[src/rtl/lrmerge_pkg.sv]
package lrmerge_pkg;

    typedef enum logic [1:0] {
        OP_LD_UPPER = 2'b00,
        OP_LD_LOWER = 2'b01,
        OP_ST_UPPER = 2'b10,
        OP_ST_LOWER = 2'b11
    } merge_op_e;

    typedef enum logic [1:0] {
        ST_IDLE,
        ST_READ,
        ST_MERGE,
        ST_WRITE
    } seq_state_e;

endpackage

[src/rtl/lrmerge_load_merge.sv]
// Byte-lane selection for partial loads: each destination lane takes either
// a memory byte (shifted by the offset) or keeps the register byte.
module lrmerge_load_merge #(
    parameter  int DATA_W = 32,
    localparam int LANES  = DATA_W / 8,
    localparam int OFF_W  = $clog2(LANES)
) (
    input  logic              lower,
    input  logic [OFF_W-1:0]  off,
    input  logic [DATA_W-1:0] mem_word,
    input  logic [DATA_W-1:0] reg_word,
    output logic [DATA_W-1:0] merged
);
    logic [7:0] mem_b [LANES];
    logic [7:0] reg_b [LANES];

    for (genvar j = 0; j < LANES; j++) begin : g_lane
        assign mem_b[j] = mem_word[8*j +: 8];
        assign reg_b[j] = reg_word[8*j +: 8];

        always_comb begin
            int               ofs;
            int               shift_up;
            logic [OFF_W-1:0] sel;
            ofs      = int'(off);
            shift_up = LANES - 1 - ofs;
            if (!lower) begin
                sel = OFF_W'(j - shift_up);
                merged[8*j +: 8] = (j >= shift_up) ? mem_b[sel] : reg_b[j];
            end else begin
                sel = OFF_W'(j + ofs);
                merged[8*j +: 8] = (j < LANES - ofs) ? mem_b[sel] : reg_b[j];
            end
        end
    end
endmodule

[src/rtl/lrmerge_store_merge.sv]
// Byte-lane selection for partial stores: each memory lane takes either a
// register byte (shifted by the offset) or keeps the memory byte.
module lrmerge_store_merge #(
    parameter  int DATA_W = 32,
    localparam int LANES  = DATA_W / 8,
    localparam int OFF_W  = $clog2(LANES)
) (
    input  logic              lower,
    input  logic [OFF_W-1:0]  off,
    input  logic [DATA_W-1:0] mem_word,
    input  logic [DATA_W-1:0] reg_word,
    output logic [DATA_W-1:0] merged
);
    logic [7:0] mem_b [LANES];
    logic [7:0] reg_b [LANES];

    for (genvar j = 0; j < LANES; j++) begin : g_lane
        assign mem_b[j] = mem_word[8*j +: 8];
        assign reg_b[j] = reg_word[8*j +: 8];

        always_comb begin
            int               ofs;
            logic [OFF_W-1:0] sel;
            ofs = int'(off);
            if (!lower) begin
                sel = OFF_W'(j + LANES - 1 - ofs);
                merged[8*j +: 8] = (j <= ofs) ? reg_b[sel] : mem_b[j];
            end else begin
                sel = OFF_W'(j - ofs);
                merged[8*j +: 8] = (j >= ofs) ? reg_b[sel] : mem_b[j];
            end
        end
    end
endmodule

[src/rtl/lrmerge_seq.sv]
module lrmerge_seq
    import lrmerge_pkg::*;
(
    input  logic clk,
    input  logic rst_n,
    input  logic req_valid,
    input  logic req_store,
    input  logic mem_ack,
    output logic req_ready,
    output logic accept,
    output logic mem_req,
    output logic mem_we,
    output logic rd_done,
    output logic merge_en,
    output logic done
);
    seq_state_e state_q, state_d;
    logic       store_q;
    logic       finish;

    always_comb begin
        state_d = state_q;
        unique case (state_q)
            ST_IDLE:  if (req_valid) state_d = ST_READ;
            ST_READ:  if (mem_ack)   state_d = store_q ? ST_MERGE : ST_IDLE;
            ST_MERGE:                state_d = ST_WRITE;
            ST_WRITE: if (mem_ack)   state_d = ST_IDLE;
        endcase
    end

    always_ff @(posedge clk or negedge rst_n) begin
        if (!rst_n) begin
            state_q <= ST_IDLE;
            store_q <= 1'b0;
            done    <= 1'b0;
        end else begin
            state_q <= state_d;
            done    <= finish;
            if (accept) store_q <= req_store;
        end
    end

    always_comb begin
        req_ready = 1'b0;
        accept    = 1'b0;
        mem_req   = 1'b0;
        mem_we    = 1'b0;
        rd_done   = 1'b0;
        merge_en  = 1'b0;
        finish    = 1'b0;
        unique case (state_q)
            ST_IDLE: begin
                req_ready = 1'b1;
                accept    = req_valid;
            end
            ST_READ: begin
                mem_req = 1'b1;
                rd_done = mem_ack;
                finish  = mem_ack && !store_q;
            end
            ST_MERGE: merge_en = 1'b1;
            ST_WRITE: begin
                mem_req = 1'b1;
                mem_we  = 1'b1;
                finish  = mem_ack;
            end
        endcase
    end
endmodule

[src/rtl/lrmerge_top.sv]
module lrmerge_top
    import lrmerge_pkg::*;
#(
    parameter int DATA_W = 32,
    parameter int ADDR_W = 32,
    parameter int IDX_W  = 5
) (
    input  logic              clk,
    input  logic              rst_n,
    input  logic              req_valid,
    output logic              req_ready,
    input  logic [1:0]        req_op,
    input  logic [ADDR_W-1:0] req_addr,
    input  logic [IDX_W-1:0]  req_idx,
    input  logic [DATA_W-1:0] req_reg,
    output logic              mem_req,
    output logic              mem_we,
    output logic [ADDR_W-1:0] mem_addr,
    output logic [DATA_W-1:0] mem_wdata,
    input  logic              mem_ack,
    input  logic [DATA_W-1:0] mem_rdata,
    output logic              rf_we,
    output logic [IDX_W-1:0]  rf_widx,
    output logic [DATA_W-1:0] rf_wdata,
    output logic              done
);
    localparam int LANES = DATA_W / 8;
    localparam int OFF_W = $clog2(LANES);

    merge_op_e         op_q;
    logic [OFF_W-1:0]  off_q;
    logic [ADDR_W-1:0] addr_q;
    logic [IDX_W-1:0]  idx_q;
    logic [DATA_W-1:0] reg_q, rdata_q, wdata_q, st_merged;
    logic              accept, rd_done, merge_en;
    logic              op_store, op_lower;

    assign op_store = op_q[1];
    assign op_lower = op_q[0];

    lrmerge_seq u_seq (
        .clk       (clk),
        .rst_n     (rst_n),
        .req_valid (req_valid),
        .req_store (req_op[1]),
        .mem_ack   (mem_ack),
        .req_ready (req_ready),
        .accept    (accept),
        .mem_req   (mem_req),
        .mem_we    (mem_we),
        .rd_done   (rd_done),
        .merge_en  (merge_en),
        .done      (done)
    );

    always_ff @(posedge clk or negedge rst_n) begin
        if (!rst_n) begin
            op_q    <= OP_LD_UPPER;
            off_q   <= '0;
            addr_q  <= '0;
            idx_q   <= '0;
            reg_q   <= '0;
            rdata_q <= '0;
            wdata_q <= '0;
        end else begin
            if (accept) begin
                op_q   <= merge_op_e'(req_op);
                off_q  <= req_addr[OFF_W-1:0];
                addr_q <= {req_addr[ADDR_W-1:OFF_W], {OFF_W{1'b0}}};
                idx_q  <= req_idx;
                reg_q  <= req_reg;
            end
            if (rd_done)  rdata_q <= mem_rdata;
            if (merge_en) wdata_q <= st_merged;
        end
    end

    lrmerge_load_merge #(.DATA_W(DATA_W)) u_ld (
        .lower    (op_lower),
        .off      (off_q),
        .mem_word (mem_rdata),
        .reg_word (reg_q),
        .merged   (rf_wdata)
    );

    lrmerge_store_merge #(.DATA_W(DATA_W)) u_st (
        .lower    (op_lower),
        .off      (off_q),
        .mem_word (rdata_q),
        .reg_word (reg_q),
        .merged   (st_merged)
    );

    assign mem_addr  = addr_q;
    assign mem_wdata = wdata_q;
    assign rf_we     = rd_done && !op_store && (idx_q != '0);
    assign rf_widx   = idx_q;
endmodule

[config.mk]
export PLATFORM = sky130hd
export DESIGN_NAME = lrmerge_top
export DESIGN_NICKNAME = d
export VERILOG_FILES = /design/src/rtl/lrmerge_pkg.sv /design/src/rtl/lrmerge_load_merge.sv /design/src/rtl/lrmerge_store_merge.sv /design/src/rtl/lrmerge_seq.sv /design/src/rtl/lrmerge_top.sv
export SDC_FILE = /design/constraint.sdc
export NUM_CORES = 1
export LEC_CHECK = 0
export ABC_AREA = 1
export ABC_CLOCK_PERIOD_IN_PS = 4600
export BUFFER_PORTS_ARGS = -buffer_cell sky130_fd_sc_hd__buf_4
export CAP_MARGIN = 20
export CORE_MARGIN = 1.5
export CORE_UTILIZATION = 35
export DETAILED_ROUTE_END_ITERATION = 8
export GPL_TIMING_DRIVEN = 0
export HOLD_SLACK_MARGIN = 0.1
export MAX_ROUTING_LAYER = met4
export SYNTH_ARGS = -nofsm -noshare
export SYNTH_HDL_FRONTEND = slang
export SYNTH_HIERARCHICAL = 1
export SYNTH_SLANG_ARGS = --single-unit
[constraint.sdc]
create_clock -name clk -period 4.6 [get_ports clk]
set_clock_uncertainty 0.05 [all_clocks]
set_input_delay 0.92 -clock clk [delete_from_list [all_inputs] [get_ports clk]]
set_output_delay 0.92 -clock clk [all_outputs]
set_load 0.02 [all_outputs]
After elaboration in Yosys (flattened, before gate mapping)
Cells that the tools add are included.
Cells by class
  $add $sub $neg: 14
  order comparisons: 29
  equal/unequal tests: 6
  mux-type cells: 79
  bitwise logic cells: 15
  reductions and logical operators: 9
Operator list (number)
  two-way mux 8 bit: 52
  binary-select mux 8 bit (select 2 bit): 15
  less-than comparator 3 x 32 -> 1 bit (first input constant): 2
  greater-or-equal comparator 3 bit (second input constant): 15
  NOT 2 -> 3 bit: 15
  less-than comparator 1 x 32 -> 1 bit (first input constant): 1
  less-than comparator 2 x 32 -> 1 bit (first input constant): 1
  subtractor 1 x 2 -> 2 bit (first input constant): 5
  two-way mux 2 bit: 4
  one-hot mux 2 bit (4 select lines): 1
  subtractor 2 bit (first input constant): 4
  greater-or-equal comparator 3 bit (first input constant): 2
  two-way mux 1 bit: 6
  inequality test 2 bit (second input constant): 3
  nonzero test 5 bit: 1
  adder 2 bit (first input constant): 2
  == test 2 bit (second input constant): 2
  greater-or-equal comparator 1 x 2 -> 1 bit (first input constant): 2
  less-or-equal comparator 2 bit (first input constant): 2
  subtractor 3 x 2 -> 4 bit (first input constant): 1
  greater-or-equal comparator 1 x 3 -> 1 bit (first input constant): 1
  greater-or-equal comparator 2 x 3 -> 1 bit (first input constant): 1
  logical AND 1 bit: 3
  AND reduction 3 bit: 1
  9 further kinds: 10
Storage, ports and cells
  bits in registers: 139
  input port bits: 107
  output and inout bits: 106
  word-level logic and storage cells: 162

Logic depth before layout (Yosys ltp)
Gate-level depths: netlist of the first run.
  word-level depth: 8
  depth in mapped cells: 14

Hierarchy
The synthesis of the first run kept the hierarchy.
Modules (own cells, without submodules)
  lrmerge_top: times used 1, cells each 579, area an instance 5380.2 µm², sequential area each 3378.2 µm²
  lrmerge_store_merge: times used 1, cells each 426, area an instance 1910.6 µm², sequential area each 0.0 µm²
  lrmerge_load_merge: times used 1, cells each 417, area an instance 1840.5 µm², sequential area each 0.0 µm²
  lrmerge_seq: times used 1, cells each 22, area an instance 175.2 µm², sequential area each 100.1 µm²

Worst setup path after synthesis of the first run
No wires, ideal clock.
  kind: reg2out
  start: register off_q[1]
  end: output port rf_wdata[5]
  data arrival time: 1814 ps
  path slack: 1816 ps
  cell stages (with the launch flop): 13
  path through: dfrtp_1 > buf_6 > inv_2 > buf_6 > ha_1 > buf_4 > inv_4 > buf_4 > nand3_1 > nand2_1 > nand2_1 > nand2_1 > nand2_1
Between the ends
  longest elaborated chain between the ends: 8
  elaborated cells on any way between the ends: 16
  those cells by class: add/sub (3); order compare (2); mux (9); bitwise (2)
RTL lines
  start, declared: RTL line lrmerge_top.sv:31  | logic [OFF_W-1:0] off_q;
  start signal, assigned: RTL line lrmerge_top.sv:68  | off_q <= req_addr[OFF_W-1:0];
  branches (longest 7 deep; another with less-than comparator 1 x 32 -> 1 bit)
  two-way mux 8 bit *: RTL line lrmerge_load_merge.sv:27  | if (!lower) begin
  end, declared: RTL line lrmerge_top.sv:24  | output logic [DATA_W-1:0] rf_wdata,
Mark *: on every way between the ends. The select of a mux whose other input is x is not followed.

Worst setup path in the final report of the first run
  start: register off_q[0]
  end: output port rf_wdata[24]
Between the ends
  longest elaborated chain between the ends: 8
  elaborated cells on any way between the ends: 17
  those cells by class: add/sub (4); order compare (2); mux (9); bitwise (2)
RTL lines (RTL line)
  branches (longest 7 deep; another with less-than comparator 3 x 32 -> 1 bit)
  two-way mux 8 bit *: lrmerge_load_merge.sv:27
Marked as above.

==> qor.yml, run 1 <==
global_route:
  grt_pass1_wl_um: 53700
  grt_pass1_vias: 9358
  grt_usage: 0.260
  antenna_found_initial: 0
  gr-total-overflow: 0
  grt_max_degree: 92
synthesis:
  syn_inst: 1444
  ys_seq_area_frac: 0.374
  synth_area_sq_um: 9310
  synth_area_leaders: "dfrtp_1 (37%), nand2_1 (25%), nand3_1 (8.7%)"
  ys.flop_type: "dfrtp_1"
  synth_area_per_cell_sq_um: 6.44
  synth_top_area_cell: "dfrtp_1"
  synth_commonest_cells: "nand2_1 (628), nand3_1 (162), inv_1 (149)"
  synth_warnings: 6
  synth_edf_count: 0
  ys_ff_latch: 139
  yosysTopAreaCellShare: 0.374
  synthArstFlopShare: 1.00
  synth_cell_type_count: 26
  synth.most_common_cell: "nand2_1"
floorplan:
  die_h_um: 166
  rows: 59
  io_pins: 213
  die_w_um: 166
  start_util: 0.357
  core_sq_um: 26100
  dieArea_sq_um: 27600
setup_path:
  crit_path_end_kind: "output pin"
  crit_start: "off_q[0]$_DFFE_PN0P_"
  worstReg2RegEnd: "mem_wdata[3]$_DFFE_PN0P_"
  reg2reg_depth: 14
  startpoint_type: "register"
  regToRegSetupSlack_ns: 1.95
  r2r_start: "off_q[0]$_DFFE_PN0P_"
  cp.arrival_ns: 2.94
  critical_path_class: "reg -> out"
  path_max_fanout: 12
  crit_required_ns: 3.63
detailed_routing:
  routed-via-count: 9910
  drtIter0Drc: 872
  wl_um: 34900
  drc_errors: 0
  first_pass_iters: 5
  ant_nets: 0
  viasPerCell: 4.90
  wl_per_cell_um: 17.2
power:
  intPower_uw: 4990
  ir_worst_vdd_mv: 0.408
  cellLeakagePower_uw: 0.00648
  power_density_nw_per_um2: 914
  comb_power_share: 0.657
  seqPwrFrac: 0.218
  swShare: 0.542
  p_switching_uw: 5900
  clockPowerShare: 0.125
outcome:
  status: "finished clean"
finish:
  num-fill-cells: 2792
  areaGrowthSynthToFinish_pct: 27.9
  insertedDiodeCount: 0
  drive_gt1_frac: 0.201
  final_util: 0.457
  nets: 1793
sta:
  final_max_slew_viol_count: 0
  worstMarginPinSlew_ns: 0.522
  period_needed_ns: 3.91
  min_period_over_period: 0.850
  clock.fmax_mhz: 256
  setup_viol: 0
  slew_headroom: 0.652
  fin_tns_setup_ns: 0
  hold_viol: 0
  rsz0062_at_grt: "no"
clocking:
  postCtsSetupRepairBufs: 0
  cts_resized: 0
  path_clk_slew_ns: 0.07
  cts_tree: "built"
  cts.sinks: 139
  clockRootBuffer: "clkbuf_16"
  clockBufferDepth: 2
  hold_buffers: 0
  clk_latency_ns: 0.43
  h-tree-depth: 4
  cts_inserted_buffers: 17
place:
  dpl.hpwl_um: 27700
  gp_congestion: 1.02
  place.port_buffers: 210
worst_hold_path:
  hold_class: "in -> async"
flow_run:
  maxCapViolCount: 0
==> cells in the final DEF, fill, tap and decap left out, types with 2 or more instances in the layout <==
master	count
a21oi_1	50
nor2_2	2
nand2_2	9
buf_12	9
clkbuf_2	9
dfrtp_1	139
inv_4	4
inv_1	149
nand3_1	162
o21ai_0	103
inv_6	7
nor2_1	87
clkinv_4	2
clkbuf_16	17
buf_6	14
inv_8	6
conb_1	2
buf_2	24
o21ai_2	8
buf_4	220
inv_2	3
nand2_1	628
ha_1	11
clkbuf_1	16
==> registers in the layout (all words and copies together), names as in the netlist, named ones only <==
register       flops
u_seq/state_q      1
mem_addr          30
off_q              2
op_q               2
u_seq/store_q      1
u_seq/done         1
mem_wdata         32
reg_q             32
rdata_q           32
rf_widx            5
==> power by group through the flow <==
stage	combinational [uW]	sequential [uW]	clock (uW)
2_1_floorplan	4190	2500	0
3_3_place_gp	6990	2390	0
3_5_place_dp	7020	2390	0
4_1_cts	7040	2380	1390
5_1_grt	7800	2450	1440
6_report	7150	2380	1360
==> area by class of cell <==
type                            instances  area (sq um)  area share
Clock buffer                           17           425      0.0357
Sequential cell                       139          3480       0.292
Buffer                                 84           653      0.0549
Clock inverter                         15           143      0.0120
Multi-Input combinational cell       1065          4570       0.384
Inverter                              157           604      0.0508
Tap cell                              335           419      0.0352
Timing Repair Buffer                  211          1610       0.135
==> per-stage QoR <==
stage / hold slack (ns) / instances / instance area [sq um] / total power [uW] / setup slack [ns]
6_report: 0.359 / 2023 / 11900 / 10900 / 0.690
5_1_grt: 0.394 / 2023 / 11900 / 11700 / 0.604
4_1_cts: 0.371 / 2023 / 11900 / 10800 / 0.718
3_5_place_dp: 0.410 / 1991 / 11300 / 9410 / 1.19
3_3_place_gp: 0.408 / 1990 / 11300 / 9380 / 1.20
2_1_floorplan: 0.387 / 1445 / 9310 / 6690 / 1.82
==> cells by family after synthesis <==
group / Yosys count / share of synthesized area
simple gates: 890 / 0.385
compound gates: 162 / 0.0906
fa+ha+maj: 11 / 0.0148
flops: 139 / 0.374
other cells: 1 / 0.000403
buf+inv: 241 / 0.135
==> worst max-delay path, stage by stage (launching register included) <==
cell and delay (ns):
dfrtp_1 0.64, buf_6 0.20, inv_4 0.05, buf_6 0.15, ha_1 0.27, buf_4 0.18, buf_2 0.27, nand3_1 0.13
nand2_1 0.19, nand2_1 0.08, nand2_1 0.07, nand2_1 0.08, buf_4 0.17
==> worst max-delay path by stage <==
stage / to / depth (start not counted)
after CTS: rf_wdata[6] / 13
after global placement: rf_wdata[25] / 13
after detailed placement: rf_wdata[6] / 13
after floorplan: rf_wdata[5] / 12
after global routing: rf_wdata[28] / 13
final: rf_wdata[24] / 12
==> metal layers <==
layer	global-route usage	wire [um]	vias to the layer above
met3	0.0350	2290	44
li1	-	-	4926
met1	0.355	15900	4570
met5	-	0	-
met4	0.0811	830	0
met2	0.400	15800	370
Power figures use the tool's default switching activity.
==> run 2: changes to the inputs <==
- CORE_UTILIZATION: 35 -> 40
- GPL_TIMING_DRIVEN: 0 -> 1
- PLACE_DENSITY: not set -> 0.68
==> qor.yml, run 2 (synthesized netlist as in run 1, its figures left out) <==
sta:
  period_needed_ns: 3.56
  slew_headroom: 0.344
  hold_viol: 0
  worstMarginPinSlew_ns: 0.983
  final_max_slew_viol_count: 0
  setup_viol: 0
  min_period_over_period: 0.775
  rsz0062_at_grt: "no"
  fin_tns_setup_ns: 0
  clock.fmax_mhz: 281
setup_path:
  critical_path_class: "reg -> out"
  r2r_start: "off_q[0]$_DFFE_PN0P_"
  path_max_fanout: 35
  crit_required_ns: 3.63
  cp.arrival_ns: 2.59
  startpoint_type: "register"
  crit_start: "off_q[0]$_DFFE_PN0P_"
  crit_path_end_kind: "output pin"
detailed_routing:
  first_pass_iters: 6
  wl_met1_um: 13100
  routed-via-count: 9604
  drtIter0Drc: 976
  wl_met2_um: 14300
  wl_um: 30900
  wl_per_cell_um: 16.3
  drc_errors: 0
  wl_met3_um: 2620
  top_layer_used: "met4"
  ant_nets: 0
  viasPerCell: 5.06
finish:
  final_cell_mix: "nand2_1 (628), buf_4 (218), nand3_1 (162)"
  mostFrequentLayoutCell: "nand2_1"
  areaGrowthSynthToFinish_pct: 21.2
  design_area_sq_um: 11300
  nets: 1718
  drive_gt1_frac: 0.177
  insertedDiodeCount: 0
global_route:
  grt_max_degree: 91
  grt_pass1_vias: 8590
  grt_usage: 0.265
  gr-total-overflow: 0
  grt_pass1_wl_um: 47300
  antenna_found_initial: 0
clocking:
  postCtsSetupRepairBufs: 0
  h-tree-depth: 4
  cts_tree: "built"
  hold_buffers: 0
  path_clk_slew_ns: 0.06
  clk_latency_ns: 0.43
  cts_resized: 0
  clockBufferDepth: 2
  cts.sinks: 139
  cts_inserted_buffers: 17
  clockRootBuffer: "clkbuf_16"
floorplan:
  rows: 55
  core_sq_um: 22700
  io_pins: 213
  die_w_um: 156
  die_h_um: 156
  dieArea_sq_um: 24200
  start_util: 0.410
worst_hold_path:
  hold_path_startpoint: "rdata_q[16]$_DFFE_PN0P_"
  hold_class: "reg -> reg"
flow_run:
  maxCapViolCount: 0
power:
  seqPwrFrac: 0.228
  ir_worst_vdd_mv: 0.638
  clockPowerShare: 0.133
  p_total_uw: 10300
  power_density_nw_per_um2: 912
  cellLeakagePower_uw: 0.00614
  comb_power_share: 0.639
  swShare: 0.538
  p_switching_uw: 5530
  intPower_uw: 4750
place:
  dpl_cell_area_sq_um: 10700
  dpl.hpwl_um: 23300
  gp_congestion: 0.945
  place.port_buffers: 210
outcome:
  status: "finished clean"
## run 2: cell count changes in the layout (fill, tap and decap cells not counted), moves of 2 or more
cell and change:
nor2_1 -2, buf_12 -8, inv_6 -3, dfrtp_1 -2, clkbuf_2 -9, buf_6 -13, clkinvlp_4 +3, buf_4 -2
buf_2 -24, dfrtp_2 +2, clkbuf_1 -16
## run 2: power groups by stage
stage	clock network (uW)	registers, uW	logic (uW)
after floorplan	0	2500	4190
after global placement	0	2350	6390
after detailed placement	0	2360	6440
after CTS	1390	2350	6460
after global routing	1450	2410	7240
final	1370	2350	6570
## run 2: critical path, stage by stage, from the launching register on
cell	delay, ns
dfrtp_2	0.43
inv_4	0.28
ha_1	0.61
inv_4	0.20
nand3_1	0.14
nand2_1	0.14
nand2_1	0.09
nand2_1	0.07
nand2_1	0.07
buf_4	0.14
## run 2: cell type report
type | count | area, sq um
repair buffers | 220 | 1670
multi-input cells | 1065 | 4580
inverters | 157 | 606
clock inverters | 15 | 158
fillers | 2377 | 11400
clock buffers | 17 | 425
well taps | 285 | 357
flip-flops and latches | 139 | 3480
## run 2: routing by layer
layer	vias to the layer above	global-route usage
met2	422	0.403
met3	55	0.0628
li1	4774	-
met4	0	0.0839
met1	4353	0.348
met5	-	-
## run 2: per-stage QoR
step	hold WS [ns]	setup WS (ns)	instances	util
floorplan	0.387	1.82	1445	-
global placement	0.404	1.56	1865	0.470
detailed placement	0.414	1.57	1865	0.470
CTS	0.430	1.10	1897	0.496
global route	0.459	0.898	1898	0.497
finish	0.428	1.04	1898	0.497
## run 2: path summary, 6_finish.rpt
kind / endpoint / slack [ns] / cells past startpoint
min in group asynchronous: mem_wdata[20]$_DFFE_PN0P_ / 0.50 / 1
setup / recovery: rf_wdata[3] / 1.04 / 9
hold / removal: rdata_q[16]$_DFFE_PN0P_ / 0.43 / 2
max in group asynchronous: u_seq/store_q$_DFFE_PN0P_ / 3.06 / 2
setup reg to reg: mem_wdata[2]$_DFFE_PN0P_ / 1.50 / 11
hold reg to reg: rdata_q[16]$_DFFE_PN0P_ / 0.43 / 2
